File: src/rtl/cmdreg_pkg.sv
package cmdreg_pkg;
  // Slot and register geometry
  parameter int SLOT_W = 20;
  parameter int IDX_W  = 7;
  parameter int DATA_W = 16;

  localparam int NUM_REGS  = 2 ** (IDX_W - 1);
  localparam int REG_SEL_W = IDX_W - 1;
  localparam int FLAT_W    = NUM_REGS * DATA_W;

  // Field positions inside the command address and command data slots
  localparam int RW_BIT     = SLOT_W - 1;
  localparam int IDX_HI     = SLOT_W - 2;
  localparam int IDX_LO     = SLOT_W - 1 - IDX_W;
  localparam int WDATA_HI   = SLOT_W - 1;
  localparam int WDATA_LO   = SLOT_W - DATA_W;

  // Strobes from control to datapath
  typedef struct packed {
    logic                 wrEn;
    logic                 rdEn;
    logic                 rdZero;
    logic                 rspClear;
    logic [REG_SEL_W-1:0] regSel;
    logic [IDX_W-1:0]     idx;
    logic [DATA_W-1:0]    wrData;
  } cmd_strobe_t;
endpackage

File: src/rtl/cmdreg_ctrl.sv
module cmdreg_ctrl
  import cmdreg_pkg::*;
(
  input  logic              frameStrobe,
  input  logic              slot1Valid,
  input  logic              slot2Valid,
  input  logic [SLOT_W-1:0] slot1Word,
  input  logic [SLOT_W-1:0] slot2Word,
  output cmd_strobe_t       strobes
);
  logic             isRead;
  logic             isOdd;
  logic             readCmd;
  logic             writeCmd;
  logic [IDX_W-1:0] idxField;

  always_comb begin
    idxField = slot1Word[IDX_HI:IDX_LO];
    isRead   = slot1Word[RW_BIT];
    isOdd    = idxField[0];
    readCmd  = frameStrobe && slot1Valid && isRead;
    writeCmd = frameStrobe && slot1Valid && slot2Valid && !isRead;
  end

  always_comb begin
    strobes          = '0;
    strobes.idx      = idxField;
    strobes.regSel   = idxField[IDX_W-1:1];
    strobes.wrData   = slot2Word[WDATA_HI:WDATA_LO];
    strobes.wrEn     = writeCmd && !isOdd;
    strobes.rdEn     = readCmd;
    strobes.rdZero   = readCmd && isOdd;
    strobes.rspClear = frameStrobe && !readCmd;
  end
endmodule

File: src/rtl/cmdreg_datapath.sv
module cmdreg_datapath
  import cmdreg_pkg::*;
(
  input  logic              clk,
  input  logic              rst_n,
  input  cmd_strobe_t       strobes,
  output logic              rspValid,
  output logic [IDX_W-1:0]  rspIndex,
  output logic [DATA_W-1:0] rspData,
  output logic [FLAT_W-1:0] regOut
);
  logic [DATA_W-1:0]   regArr [NUM_REGS];
  logic [NUM_REGS-1:0] wrSel;
  logic [DATA_W-1:0]   rdMux;

  always_comb begin
    wrSel = '0;
    if (strobes.wrEn) wrSel[strobes.regSel] = 1'b1;
  end

  for (genvar k = 0; k < NUM_REGS; k++) begin : g_reg
    always_ff @(posedge clk) begin
      if (!rst_n)        regArr[k] <= '0;
      else if (wrSel[k]) regArr[k] <= strobes.wrData;
    end
    assign regOut[k*DATA_W +: DATA_W] = regArr[k];
  end

  always_comb begin
    rdMux = regArr[strobes.regSel];
    if (strobes.rdZero) rdMux = '0;
  end

  always_ff @(posedge clk) begin
    if (!rst_n) begin
      rspValid <= 1'b0;
      rspIndex <= '0;
      rspData  <= '0;
    end else if (strobes.rdEn) begin
      rspValid <= 1'b1;
      rspIndex <= strobes.idx;
      rspData  <= rdMux;
    end else if (strobes.rspClear) begin
      rspValid <= 1'b0;
    end
  end
endmodule

File: src/rtl/cmdreg_top.sv
module cmdreg_top
  import cmdreg_pkg::*;
(
  input  logic              clk,
  input  logic              rst_n,
  input  logic              frameStrobe,
  input  logic              slot1Valid,
  input  logic              slot2Valid,
  input  logic [SLOT_W-1:0] slot1Word,
  input  logic [SLOT_W-1:0] slot2Word,
  output logic              rspValid,
  output logic [IDX_W-1:0]  rspIndex,
  output logic [DATA_W-1:0] rspData,
  output logic [FLAT_W-1:0] regOut
);
  cmd_strobe_t strobes;

  cmdreg_ctrl u_ctrl (
    .frameStrobe(frameStrobe),
    .slot1Valid (slot1Valid),
    .slot2Valid (slot2Valid),
    .slot1Word  (slot1Word),
    .slot2Word  (slot2Word),
    .strobes    (strobes)
  );

  cmdreg_datapath u_dp (
    .clk     (clk),
    .rst_n   (rst_n),
    .strobes (strobes),
    .rspValid(rspValid),
    .rspIndex(rspIndex),
    .rspData (rspData),
    .regOut  (regOut)
  );
endmodule

File: config.mk
export PLATFORM = sky130hd
export DESIGN_NAME = cmdreg_top
export DESIGN_NICKNAME = d
export VERILOG_FILES = /design/src/rtl/cmdreg_pkg.sv /design/src/rtl/cmdreg_ctrl.sv /design/src/rtl/cmdreg_datapath.sv /design/src/rtl/cmdreg_top.sv
export SDC_FILE = /design/constraint.sdc
export NUM_CORES = 1
export LEC_CHECK = 0
export BUFFER_PORTS_ARGS = -buffer_cell sky130_fd_sc_hd__buf_2
export CAP_MARGIN = 20
export CORE_AREA = 2 2 425 427
export DETAILED_ROUTE_END_ITERATION = 10
export DIE_AREA = 0 0 427 429
export PLACE_DENSITY = 0.44
export RECOVER_POWER = 100
export SLEW_MARGIN = 20
export SYNTH_ARGS = -nofsm -noshare
export SYNTH_HDL_FRONTEND = slang
export SYNTH_SLANG_ARGS = --single-unit
File: constraint.sdc
create_clock -name clk -period 2.6 [get_ports clk]
set_input_delay 0.13 -clock clk [delete_from_list [all_inputs] [get_ports clk]]
set_output_delay 0.13 -clock clk [all_outputs]
set_load 0.01 [all_outputs]
---- Word-level counts from Yosys, hierarchy flattened ----
Memories as Yosys holds them, arrays and structs flattened.
Cells that the tools add are included.
cells by class
  add/subtract/negate cells ............... 0
  multipliers ............................. 0
  div/mod/pow operators ................... 0
  $lt $le $gt $ge ......................... 2
  eq/ne operators ......................... 0
  shift operators ......................... 0
  mux-type cells .......................... 263
  bitwise logic cells ..................... 64
  reductions and logical operators ........ 12
operators with widths
  cell                number
  $mux 16             65
  $mux 1              196
  $mux 64             1
  $or 1x1->1          64
  $logic_and 1x1->1   8
  $lt 6x7->1 const B  1
  $demux 1 s6         1
  $ge 6x1->1 const B  1
  $logic_not 1->1     3
  $reduce_bool 2->1   1
storage, ports and cells
  flip-flop bits (word level) ............. 24
  latch bits .............................. 0
  memory bits (writable) .................. 1024
  ROM bits ................................ 0
  bits of input ports ..................... 45
  output and inout bits ................... 1048
  word-level logic and storage cells ...... 345
  memories kept ........................... 1
memories
  name         words  bits a word  read ports  clocked after memory_dff  wr ports  line                   text
  u_dp.regArr  64     16           65          0                         64        cmdreg_datapath.sv:12  logic [DATA_W-1:0] regArr [NUM_REGS];

---- Logic depth before layout (Yosys ltp) ----
  word-level depth ........................ 9
  mapped depth ............................ 11

---- Hierarchy ----
A second synthesis with hierarchy kept.
unflattened totals
  cells, all modules ...................... 3608
  area, all modules ....................... 47992.3 um^2
by module, submodules not included
  module           times used  cells each  area an instance (um^2)
  cmdreg_datapath  1           3573        47729.5
  cmdreg_ctrl      1           35          262.8

---- Worst setup path after synthesis ----
Ideal clock, no wire load.
  kind .................................... input to register
  start ................................... in slot1Word[13]
  end ..................................... mem u_dp.regArr[1][0], enable pin
  library setup time ...................... 0.411 ns
  arrival time ............................ 2.330 ns
  setup slack ............................. -0.141 ns
  stages .................................. 7
  cell sequence ........................... buf_6 > nor2b_1 > buf_2 > clkbuf_1 > buf_2 > nand2_1 > o21ai_0
RTL lines
  what                line                   text
  start: declaration  cmdreg_top.sv:9        input logic [SLOT_W-1:0] slot1Word,
  end: declaration    cmdreg_datapath.sv:12

==> metrics.cfg <==
[setup_path]
r2r_cells = 7
worstSetupPathType = reg -> reg
cp_num_buf_inv = 1
crit_chain = mux2i_1 -> o22ai_1 -> a21oi_1 -> o21ai_0 -> clkbuf_1 -> a222oi_1 -> a32oi_1
rr_startpoint = u_dp.regArr[45][11]
cp-endpoint = u_dp.rspData[11]
endpoint_kind = register
cpMaxStageDelayCell = a222oi_1
rrSetupSlack_ps = -40
crit_fanout = 2
required_ps = 3240
cpLargestDelayFamily = compound AO/OA/AOI/OAI gates
r2r-end = u_dp.rspData[11]
slowest_delay_ps = 730
arrival_ps = 3290
cp.depth = 7
crit_path_start_kind = register
crit_start = u_dp.regArr[45][11]

[run]
max_cap_viol_count = 0

[pwr]
power.leakage_nw = 21.7
p_int_mw = 31.0
swShare_pct = 29.1
ir_drop_mv = 0.700
p_per_area_mw_per_mm2 = 693
combinationalPowerShare_pct = 12.2
power.share.clock_pct = 41.2
switchingPower_mw = 12.7
seq_power_share_pct = 46.6
power_mw = 43.7

[synth]
synth_top_family_by_area = simple AND/OR/NAND/NOR gates
synth_area_leaders = edfxtp_1 64%, and2_1 13%, a22oi_1 3.5%
synth_nets = 3747
synth_edf_count = 1024
synth_mux_area_share_pct = 3.85
ys_dominant_reg_cell = edfxtp_1
yosysTopAreaCellShare_pct = 63.8
synth_area_sq_mm = 0.0482
ys_types = 75
yosysSeqAreaShare_pct = 64.8
synth_compound_area_share_pct = 11.1
ys_top_cells_by_count = 1027 x and2_1, 1024 x edfxtp_1, 222 x a22oi_1
synth-seq-cells = 1048
yosysMostFrequentCell = and2_1
netlist_instances = 3702
synthArstFlopShare_pct = 0
synth_xor_area_share_pct = 0
yosysTopAreaCell = edfxtp_1
synth-adder-area-share_pct = 0
synthSimpleGateAreaFrac_pct = 16.5
synth-warning-count = 0
avgSynthCellArea_sq_um = 13.0

[placement]
port_buffers = 1076
gp_routability_congestion = 0.953
dp_hpwl_mm = 229
placed_cells = 7267
dpl-instance-area_sq_mm = 0.0607

[routing]
drc = 0
vias_per_cell = 5.44
wl_per_cell_um = 41.0
wirelength_mm = 310
ant_nets = 0
dr_total_vias = 41100
drt_pass1_iterations = 6
drt_first_iter_violations = 5084

[cells_and_area]
drive_gt1_share_pct = 15.6
syn2layout_area_growth_pct = 30.9
multi_input_area_sq_mm = 0.0153
stdcell_count = 7553
fin_nets = 5121
fill_cells = 18100
fin_area_sq_mm = 0.0631
seq_area_sq_mm = 0.0312

[die]
rows = 155
fp.dieW_um = 427
die_h_um = 429
start_util_pct = 27.1
coreArea_sq_mm = 0.178
die_area_sq_mm = 0.183
io_pins = 1093

[global_routing]
grt_max_degree = 77
grt_usage_pct = 32.6
grt_pass1_wl_mm = 394
overflow = 0
grt_pass1_vias = 38900
antenna_found_initial = 24

[timing]
skew_ps = 27.8
worst_pin_slew_ps = 1120
slew_headroom_pct = 24.5
max_freq_mhz = 378
timing.final.crit_period_ps = 2640
hold_violations = 0
rsz0062_at_grt = no
fin_crit_sh_pct = 102
drv_slew = 0
tns_ps = -51.5
setup_viol = 2
postLayoutSetupSlackWorst_ps = -42.1

[clock_tree]
cts_num_sinks = 1048
root_buffer = clkbuf_16
clkTransAtPathRegs_ps = 60
clockBufferDepth = 3
htreeDepth = 4
numCtsBuffers = 131
post_cts_buffers = 0
tritoncts = built
clock_latency_ps = 800

[run_status]
violations = setup timing
outcome = complete, but fails checks

[min_path]
hold_class = in -> reg
worstHoldStart = slot2Word[12]

flip-flops by register name, indices dropped and copies added (netlist names):
register / count
u_dp.rspData: 16
u_dp.rspValid: 1
u_dp.regArr: 1024
u_dp.rspIndex: 7
cell type report:
type / instances / area share (%)
antenna: 13 / 0.0516
clock buffer: 160 / 5.40
clock inverter: 82 / 1.14
inverter: 6 / 0.0377
multi-input combinational: 2274 / 24.3
sequential: 1048 / 49.5
tap: 2355 / 4.67
timing repair buffer: 1615 / 14.9
per-stage QoR:
stage	utilization [%]	hold WS, ps	setup WS [ps]
floorplan	-	266	-141
global placement	34.1	445	-617
detailed placement	34.1	447	-607
CTS	36.6	10.2	34.5
global route	35.4	17.6	9.30
finish	35.4	49.4	-42.1
routing by layer:
layer / up-vias / wire length [um] / track usage, % / share of wire [%]
met2: 2514 / 144000 / 52.6 / 47
met4: 6 / 19700 / 16.0 / 6.4
met1: 21500 / 120000 / 41.1 / 39
li1: 16500 / - / - / -
met3: 541 / 26000 / 6.95 / 8.4
met5: - / 32 / 0 / 0.010
how the worst min path moves through the flow:
stage                                      to  depth (start not counted)  slack [ps]
final                      u_dp.regArr[53][8]                          2          50
after global routing       u_dp.regArr[49][8]                          2          20
after CTS                 u_dp.regArr[11][12]                          3          10
after detailed placement     u_dp.rspIndex[0]                          2         450
after global placement       u_dp.rspIndex[0]                          3         450
after floorplan              u_dp.rspIndex[0]                          2         270
placed cells by master (no fill, tap or decap), types with 111 or more instances in the layout:
cell       instances
buf_12           112
and2_1           734
a22oi_1          222
clkbuf_16        132
and2_0           291
nor2_1           125
clkbuf_1        1092
mux2i_1          111
edfxtp_1        1024
buf_4            286
power groups by stage:
stage                     logic (mW)  registers, mW  clock network, mW
after global placement          5.53           20.7                  0
after floorplan                 1.57           20.6                  0
after global routing            5.43           20.4               18.8
final                           5.32           20.4               18.0
after CTS                       5.59           20.3               18.2
after detailed placement        5.53           20.7                  0
kinds of logic after synthesis:
| kind of cell | Yosys count |
|---|---|
| compound gates | 753 |
| buf+inv | 380 |
| flops | 1048 |
| simple gates | 1354 |
| mux | 167 |
worst reg2reg max path, delay by kind of cell, from the launching register on:
kind                   cells  cell delay, ps
AO/OA/AOI/OAI              5            1640
multiplexers               1             170
buffers and inverters      1             230
flip-flops                 1             470
timing repair:
action	in CTS	in global routing
pin swaps	0	0
endpoints found under the setup margin	1	2
hold buffers	30	1
resized for setup	4	2
endpoints found under the hold margin	78	3
Note: power is estimated with default switching activity, not from simulation.
